$ cat config.mk
export PLATFORM = sky130hd
export DESIGN_NAME = lc_xfer_fsm
export DESIGN_NICKNAME = d
export VERILOG_FILES = /design/src/rtl/lc_xfer_pkg.sv /design/src/rtl/lc_xfer_decode.sv /design/src/rtl/lc_xfer_next.sv /design/src/rtl/lc_xfer_fsm.sv
export SDC_FILE = /design/constraint.sdc
export NUM_CORES = 1
export LEC_CHECK = 0
export ABC_AREA = 1
export BUFFER_PORTS_ARGS = -buffer_cell sky130_fd_sc_hd__buf_2
export CAP_MARGIN = 20
export CORE_UTILIZATION = 55
export CTS_BUF_LIST = sky130_fd_sc_hd__clkbuf_8 sky130_fd_sc_hd__clkbuf_16
export DETAILED_ROUTE_END_ITERATION = 10
export MAX_ROUTING_LAYER = met4
export PLACE_DENSITY = 0.95
export SLEW_MARGIN = 20
export SYNTH_ARGS = -nofsm -noshare
export SYNTH_HDL_FRONTEND = slang
export SYNTH_HIERARCHICAL = 1
export SYNTH_SLANG_ARGS = --single-unit
$ cat constraint.sdc
create_clock -name clk_i -period 8 [get_ports clk_i]
set_input_delay 0.4 -clock clk_i [delete_from_list [all_inputs] [get_ports clk_i]]
set_output_delay 0.4 -clock clk_i [all_outputs]
set_load 0.02 [all_outputs]
$ cat src/rtl/lc_xfer_pkg.sv
package lc_xfer_pkg;

    localparam int StW   = 16;
    localparam int NumSt = 15;

    typedef logic [StW-1:0] st_t;

    typedef enum logic [3:0] {
        IxReset, IxIdle, IxClk, IxCntInc, IxCntProg, IxTransChk, IxHash,
        IxRma, IxTok0, IxTok1, IxProg, IxPost, IxScrap, IxEsc, IxInvalid
    } st_ix_e;

    // Four nibbles derived from the index: distinct indices differ in >= 4 bits.
    function automatic st_t st_code(input logic [3:0] idx);
        return {idx, idx ^ 4'hA, ~idx, idx ^ 4'h5};
    endfunction

    localparam st_t ST_RESET = st_code(IxReset);

    typedef struct packed {
        logic cnt;
        logic trans;
        logic tok;
        logic prog;
        logic state;
    } err_t;

endpackage

$ cat src/rtl/lc_xfer_decode.sv
module lc_xfer_decode
    import lc_xfer_pkg::*;
(
    input  st_t    code_i,
    output st_ix_e ix_o,
    output logic   legal_o
);
    logic [NumSt-1:0] hit;

    for (genvar g = 0; g < NumSt; g++) begin : g_cmp
        assign hit[g] = (code_i == st_code(4'(g)));
    end

    always_comb begin
        ix_o = IxInvalid;
        for (int k = 0; k < NumSt; k++) begin
            if (hit[k]) ix_o = st_ix_e'(4'(k));
        end
    end

    assign legal_o = |hit;

endmodule

$ cat src/rtl/lc_xfer_next.sv
module lc_xfer_next
    import lc_xfer_pkg::*;
(
    input  st_ix_e ix_i,
    input  logic   legal_i,
    input  logic   esc_i,
    input  logic   lc_valid_i,
    input  logic   scrap_i,
    input  logic   req_i,
    input  logic   clk_ack_i,
    input  logic   cnt_sat_i,
    input  logic   cnt_ack_i,
    input  logic   cnt_err_i,
    input  logic   trans_ok_i,
    input  logic   hash_ack_i,
    input  logic   hash_err_i,
    input  logic   rma_sel_i,
    input  logic   rma_ack_i,
    input  logic   tok_eq_i,
    input  logic   prog_ack_i,
    input  logic   prog_err_i,
    output st_ix_e nxt_o,
    output err_t   err_o,
    output logic   tok_load_o
);
    always_comb begin
        nxt_o      = ix_i;
        err_o      = '0;
        tok_load_o = 1'b0;
        case (ix_i)
            IxReset: nxt_o = IxIdle;
            IxIdle: begin
                if (!lc_valid_i)  nxt_o = IxInvalid;
                else if (scrap_i) nxt_o = IxScrap;
                else if (req_i)   nxt_o = IxClk;
            end
            IxClk: if (clk_ack_i) nxt_o = IxCntInc;
            IxCntInc: begin
                if (cnt_sat_i) begin
                    nxt_o     = IxPost;
                    err_o.cnt = 1'b1;
                end else begin
                    nxt_o = IxCntProg;
                end
            end
            IxCntProg: begin
                if (cnt_ack_i) begin
                    nxt_o     = cnt_err_i ? IxPost : IxTransChk;
                    err_o.cnt = cnt_err_i;
                end
            end
            IxTransChk: begin
                nxt_o       = trans_ok_i ? IxHash : IxPost;
                err_o.trans = !trans_ok_i;
            end
            IxHash: begin
                if (hash_ack_i) begin
                    nxt_o      = hash_err_i ? IxPost : IxRma;
                    err_o.tok  = hash_err_i;
                    tok_load_o = !hash_err_i;
                end
            end
            IxRma: if (!rma_sel_i || rma_ack_i) nxt_o = IxTok0;
            IxTok0: begin
                nxt_o     = tok_eq_i ? IxTok1 : IxPost;
                err_o.tok = !tok_eq_i;
            end
            IxTok1: begin
                nxt_o     = tok_eq_i ? IxProg : IxPost;
                err_o.tok = !tok_eq_i;
            end
            IxProg: begin
                if (prog_ack_i) begin
                    nxt_o      = IxPost;
                    err_o.prog = prog_err_i;
                end
            end
            default: nxt_o = ix_i;
        endcase

        if (esc_i && ix_i != IxReset && ix_i != IxScrap && ix_i != IxEsc) begin
            nxt_o      = IxEsc;
            err_o      = '0;
            tok_load_o = 1'b0;
        end

        if (!legal_i) begin
            nxt_o       = IxInvalid;
            err_o       = '0;
            err_o.state = 1'b1;
            tok_load_o  = 1'b0;
        end
    end

endmodule

$ cat src/rtl/lc_xfer_fsm.sv
module lc_xfer_fsm
    import lc_xfer_pkg::*;
#(
    parameter int TokW = 32,
    parameter int TgtW = 8
) (
    input  logic            clk_i,
    input  logic            rst_ni,
    input  logic            esc0_i,
    input  logic            esc1_i,
    input  logic            lc_valid_i,
    input  logic            scrap_i,
    input  logic            req_i,
    input  logic            clk_ack_i,
    input  logic            cnt_sat_i,
    input  logic            cnt_ack_i,
    input  logic            cnt_err_i,
    input  logic            trans_ok_i,
    input  logic            hash_ack_i,
    input  logic            hash_err_i,
    input  logic [TokW-1:0] hash_tok_i,
    input  logic            rma_sel_i,
    input  logic            rma_ack_i,
    input  logic [TokW-1:0] exp_tok_i,
    input  logic [TgtW-1:0] target_i,
    input  logic            prog_ack_i,
    input  logic            prog_err_i,
    output logic            clk_req_o,
    output logic            cnt_req_o,
    output logic            hash_req_o,
    output logic            rma_req_o,
    output logic            prog_req_o,
    output logic [TgtW-1:0] prog_target_o,
    output logic            idle_o,
    output logic            done_o,
    output logic            scrap_o,
    output logic            esc_o,
    output logic            invalid_o,
    output logic            cnt_err_o,
    output logic            trans_err_o,
    output logic            tok_err_o,
    output logic            prog_err_o,
    output logic            state_err_o
);
    typedef struct packed {
        err_t            err;
        logic [TokW-1:0] tok;
    } dat_t;

    st_t    state_d, state_q, state_seen;
    dat_t   dat_d, dat_q;
    st_ix_e cur_ix, nxt_ix;
    logic   state_legal, tok_load;
    err_t   err_set;

    assign state_seen = state_q;

    lc_xfer_decode u_dec (
        .code_i  (state_seen),
        .ix_o    (cur_ix),
        .legal_o (state_legal)
    );

    lc_xfer_next u_nxt (
        .ix_i       (cur_ix),
        .legal_i    (state_legal),
        .esc_i      (esc0_i | esc1_i),
        .lc_valid_i (lc_valid_i),
        .scrap_i    (scrap_i),
        .req_i      (req_i),
        .clk_ack_i  (clk_ack_i),
        .cnt_sat_i  (cnt_sat_i),
        .cnt_ack_i  (cnt_ack_i),
        .cnt_err_i  (cnt_err_i),
        .trans_ok_i (trans_ok_i),
        .hash_ack_i (hash_ack_i),
        .hash_err_i (hash_err_i),
        .rma_sel_i  (rma_sel_i),
        .rma_ack_i  (rma_ack_i),
        .tok_eq_i   (dat_q.tok == exp_tok_i),
        .prog_ack_i (prog_ack_i),
        .prog_err_i (prog_err_i),
        .nxt_o      (nxt_ix),
        .err_o      (err_set),
        .tok_load_o (tok_load)
    );

    always_comb begin
        state_d   = st_code(nxt_ix);
        dat_d     = dat_q;
        dat_d.err = dat_q.err | err_set;
        if (tok_load) dat_d.tok = hash_tok_i;
    end

    always_ff @(posedge clk_i or negedge rst_ni) begin
        if (!rst_ni) begin
            state_q <= ST_RESET;
            dat_q   <= '0;
        end else begin
            state_q <= state_d;
            dat_q   <= dat_d;
        end
    end

    assign clk_req_o     = (cur_ix == IxClk);
    assign cnt_req_o     = (cur_ix == IxCntProg);
    assign hash_req_o    = (cur_ix == IxHash);
    assign rma_req_o     = (cur_ix == IxRma) && rma_sel_i;
    assign prog_req_o    = (cur_ix == IxProg);
    assign prog_target_o = (cur_ix == IxProg) ? target_i : '0;
    assign idle_o        = (cur_ix == IxIdle);
    assign done_o        = (cur_ix == IxPost);
    assign scrap_o       = (cur_ix == IxScrap);
    assign esc_o         = (cur_ix == IxEsc);
    assign invalid_o     = (cur_ix == IxInvalid);
    assign cnt_err_o     = dat_q.err.cnt;
    assign trans_err_o   = dat_q.err.trans;
    assign tok_err_o     = dat_q.err.tok;
    assign prog_err_o    = dat_q.err.prog;
    assign state_err_o   = dat_q.err.state;

endmodule

---- After elaboration in Yosys (flattened, before gate mapping) ----
Index checks and enable logic that the tools add are counted.
storage, ports and cells
  bits in registers ....................... 53
  logic and storage cells ................. 104
operators by class
  equal/unequal tests ..................... 32
  muxes and demuxes ....................... 47
  bitwise operators ....................... 5
  reductions and logical operators ........ 13
operator list
  operator              count
  $mux 4                29
  $eq 16x16->1 const B  7
  $eq 16x15->1 const B  4
  $pmux 4 s11           1
  $eq 16x14->1 const B  2
  $eq 32x32->1          1
  $eq 4x4->1 const B    7
  $eq 16x12->1 const B  1
  $eq 16x13->1 const B  1
  $eq 4x3->1 const B    4
  $reduce_or 15->1      1
  $mux 1                11
  $mux 5                2
  $eq 4x2->1 const B    2
  $mux 8                1
  $ne 4x4->1 const B    2
  $or 5x5->5            1
  $eq 4x1->1 const B    1
  $logic_and 1x1->1     4
  $logic_not 1->1       4
  $logic_not 4->1       1
  $not 2->2             2
  $not 4->4             1
  $pmux 1 s2            2
  other kinds (5)       5

---- Depth between registers and ports, before layout ----
  depth in word-level cells ............... 23
  mapped depth ............................ 23
  gate-level depth less buffers ........... 22

---- By module ----
Netlist, hierarchy kept.
by module, submodules not included
  module          times used  cells each  area each (um^2)  seq. area each (um^2)
  lc_xfer_fsm     1           335         2353.5            1131.1
  lc_xfer_next    1           110         504.2             0.0
  lc_xfer_decode  1           72          339.1             0.0

---- Worst setup path before layout ----
OpenSTA, ideal clock, no wires.
  kind .................................... register to register
  start ................................... register state_q[11]
  end ..................................... register dat_q[2] (netlist bit)
  setup time .............................. 0.125 ns
  data arrival time ....................... 2.801 ns
  setup slack ............................. 5.074 ns
  cell stages (with the launch flop) ...... 12
  buffers on the path ..................... 2
  clock period less this slack ............ 2.926 ns
  cells stage by stage .................... dfstp_2 nor2_1 nand3_1 nor2_4 o21ai_1 nand2_1 o211ai_2 nand2_2 nor3_1 buf_2 buf_6 mux2_2
on the way
  longest elaborated chain between the ends .. 22
  elaborated cells on any way between the ends .. 41
  those cells by class .................... 18 x eq/ne; 18 x mux; 5 x reduce/logical
RTL lines
  what                            line                  text
  start: declaration              lc_xfer_fsm.sv:50     st_t state_d, state_q, state_seen;
  start signal: assignment        lc_xfer_fsm.sv:100    state_q <= state_d;
  $eq 16x12->1                    lc_xfer_decode.sv:11  assign hit[g] = (code_i == st_code(4'(g)));
  $mux 4 (14 in a row)            lc_xfer_decode.sv:17  if (hit[k]) ix_o = st_ix_e'(4'(k));
  $mux 4 (*)                      lc_xfer_decode.sv:17
  via cur_ix[2]                   lc_xfer_fsm.sv:52     st_ix_e cur_ix, nxt_ix;
  $reduce_bool 4->1               lc_xfer_next.sv:81    if (esc_i && ix_i != IxReset && ix_i != IxScrap && ix_i != IxEsc) begin
  $logic_and 1x1->1 (3 in a row)  lc_xfer_next.sv:81
  $mux 1 (*)                      lc_xfer_next.sv:81
  $mux 1 (*)                      lc_xfer_next.sv:87    if (!legal_i) begin
  via tok_load                    lc_xfer_fsm.sv:53     logic state_legal, tok_load;
  end signal: assignment          lc_xfer_fsm.sv:101    dat_q <= dat_d;
  end: declaration                lc_xfer_fsm.sv:51     dat_t dat_d, dat_q;
Mark *: on every way through the listed nets, which the timed path passes. The rest lies on a longest branch.
A chain may end at the register's enable or synchronous reset.

---- Final worst setup path ----
  start ................................... register state_q[4]
  end ..................................... register dat_q[28] (netlist bit)
Same word-level chain as after synthesis.

==> flow_summary.toml <==
[drt]
dr.pass1.iters = 5
viasPerCell = 4.98
drt_wl_total_um = 7880
wl_per_cell_um = 11.2
vias = 3500
ant_nets = 0
drtIter0Drc = 244
drc = 0

[timing]
tns_ns = 0
hold_viol_final = 0
worst_hold_slack_ns = 0.0711
setup_violations = 0
slew_viol_final = 0
finClkSkew_ns = 0.0155
rsz0062_at_grt = "false"
period_share = 0.400
relSlewSlack = 0.625
worst_pin_slew_ns = 0.563
fin_crit_ns = 3.20
fmaxAchievable_ghz = 0.313

[die]
die_h_um = 78.2
ios = 113
dieArea_mm2 = 0.00612
rows = 27
start_util = 0.577
die_w_um = 78.2
core_area_mm2 = 0.00554

[run]
maxCapViolCount = 0

[logic_synthesis]
synth-main-ff-cell = "dfrtp_1"
synth_cell_types = 34
avgSynthCellArea_um2 = 6.18
syn_inst = 517
syn_area_mm2 = 0.00320
ys_ff_latch = 45
ys_async_sr_fraction = 1.00
syn-num-nets = 607
ys.warnings.count = 6
synth_seq_area_share = 0.354
synth_edf_count = 0

[setup_path]
path_class = "reg2reg"
worstReg2RegEnd = "dat_q[28]$_DFFE_PN0P_"
reg2reg_from = "state_q[4]$_DFF_PN1_"
arrival_ns = 3.39
path_cells = "inv_1 > nand2_1 > nor2_2 > inv_2 > nor2_2 > o21ai_1 > nand2_1 > nand2_1 > nand2_1 > nor2_1 > nand2_1 > o211ai_2 > nand2_2 > nor3_2 > buf_4 > mux2_2"
rrSetupSlack_ns = 4.80
cp-end-kind = "flip-flop"
crit_path_frequent_cell = "nand2_1"
cp_max_fo = 61
crit_path_max_incr_delay_ns = 0.59
critical_path.startpoint_type = "flip-flop"
cp_slowest_cell = "dfstp_2"
cp.required_ns = 8.19
r2r_cells = 16

[grt]
grt_pass1_wl_um = 13700
grt_antenna_before_repair = 0
groute.usage.overall = 0.286
grt_pass1_vias = 3432
grt_max_degree = 62
grt-ovfl-total = 0

[power]
power_density_mw_per_mm2 = 121
ir_worst_vdd_mv = 0.117
leakage_nw = 2.48
p_total_mw = 0.476

[final_layout]
drive_above_1_share = 0.255
final_cells = 703
area_growth_pct = 22.9
fin_nets = 720
diodes = 0

[place]
gp_congestion = 0.959
dpl.cell_count = 695
port-buffer-count = 112
hpwl_um = 6400

[clock_network]
cts_resized = 0
numCtsBuffers = 5
hold_buffers = 0
postCtsSetupBuffers = 0
clockRootBuffer = "clkbuf_8"
clk_pin_slew_ns = 0.09
htreeDepth = 2
cts_tree = "yes"
clock_latency_ns = 0.31
cts_sinks = 45
clock_path_buffers = 2

[worst_hold_path]
hp-class = "in2async"

[outcome]
status = "finished clean"
==> state kept, by name, summed over array words and instances, names as in the netlist <==
signal       count
state_err_o      1
tok_err_o        1
state_q          8
cnt_err_o        1
trans_err_o      1
prog_err_o       1
dat_q           32
==> final cells by class <==
type / count / area, um2
fill: 466 / 1610
inverter: 109 / 409
clock buffer: 7 / 96.3
sequential: 45 / 1130
clock inverter: 1 / 8.76
tap: 72 / 90.1
timing repair buffer: 114 / 578
multi-input combinational: 355 / 1620
==> power by group <==
group / leakage, nW / switching [mW] / internal [mW]
logic: 1.98 / 0.0471 / 0.0361
registers: 0.443 / 0.00204 / 0.231
clock network: 0.0549 / 0.0805 / 0.0798
==> stage by stage <==
| step | utilization | setup WS (ns) | instance area, um2 |
|---|---|---|---|
| 2_1_floorplan | - | 5.07 | 3200 |
| 3_3_place_gp | 0.690 | 4.97 | 3820 |
| 3_5_place_dp | 0.690 | 4.86 | 3820 |
| 4_1_cts | 0.709 | 4.83 | 3930 |
| 5_1_grt | 0.709 | 4.43 | 3930 |
| 6_report | 0.709 | 4.80 | 3930 |
==> synthesized netlist by cell type (2+ instances only) <==
cell	n	area [um2]
a21oi_1	4	20.0
buf_1	2	7.51
buf_2	4	20.0
dfrtp_1	41	1030
dfstp_2	4	105
inv_1	103	387
inv_2	6	22.5
mux2_2	3	33.8
nand2_1	185	694
nand2_2	3	18.8
nand3_1	17	85.1
nand3_2	2	20.0
nor2_1	60	225
nor2_2	6	37.5
nor2_4	3	33.8
nor3_1	8	40.0
o21ai_0	39	195
o21ai_1	3	15.0
o22ai_1	2	12.5
or2_2	6	37.5
xor2_1	3	26.3
==> worst max path at each step <==
stage | start | endpoint | slack, ns
6_report | state_q[4]$_DFF_PN1_ | dat_q[28]$_DFFE_PN0P_ | 4.80
5_1_grt | state_q[4]$_DFF_PN1_ | dat_q[6]$_DFFE_PN0P_ | 4.43
4_1_cts | state_q[4]$_DFF_PN1_ | dat_q[28]$_DFFE_PN0P_ | 4.83
3_5_place_dp | state_q[4]$_DFF_PN1_ | dat_q[2]$_DFFE_PN0P_ | 4.86
3_3_place_gp | state_q[6]$_DFF_PN1_ | dat_q[28]$_DFFE_PN0P_ | 4.97
2_1_floorplan | state_q[11]$_DFF_PN1_ | dat_q[2]$_DFFE_PN0P_ | 5.07
==> critical path: cells and delay by family (launching register included) <==
| kind | cells | cell delay, ns |
|---|---|---|
| and+or+nand+nor | 10 | 1.25 |
| DFF | 1 | 0.59 |
| AOI/OAI and AO/OA | 2 | 0.21 |
| muxes | 1 | 0.39 |
| buffers and inverters | 3 | 0.62 |
==> per-layer routing <==
layer,share of wire,up-vias,GRT usage
li1,-,1766,-
met4,0.049,0,0.154
met2,0.49,147,0.506
met3,0.066,38,0.0535
met5,0,-,-
met1,0.39,1549,0.302
==> cells in the final DEF, fill, tap and decap left out <==
cell type  Yosys  routed
mux2_2         3       3
a21oi_2        1       1
inv_2          6       6
o21a_1         1       1
nor3_1         8       7
nor2_4         3       3
nor3b_1        1       1
inv_1        103     103
o22ai_1        2       2
clkbuf_8       0       7
nor3b_2        1       1
nand3_1       17      17
o21ai_0       39      39
dfrtp_1       41      41
or2_2          6       6
nand4_1        1       1
a22oi_4        1       1
nand2_1      185     185
dfstp_2        4       4
o211ai_2       1       1
o2bb2ai_1      1       1
o211ai_1       1       1
nor2_2         6       6
a21oi_1        4       4
o21ai_1        3       3
inv_6          0       1
buf_2          4     111
nor3_2         0       1
nand2_2        3       3
buf_4          1       3
nand3_2        2       2
xor2_1         3       3
nor2_1        60      60
nor3_4         1       1
nor4_1         1       1
==> cells by family (layout without fill, tap and decap cells) <==
group           Yosys count  after routing  share of synthesized area
compound gates           54             54                     0.0967
xor+xnor                  3              3                    0.00822
buf+inv                 117            231                      0.142
flops                    45             45                      0.354
mux                       3              3                     0.0106
simple gates            295            295                      0.388
Power figures use the tool's default switching activity.
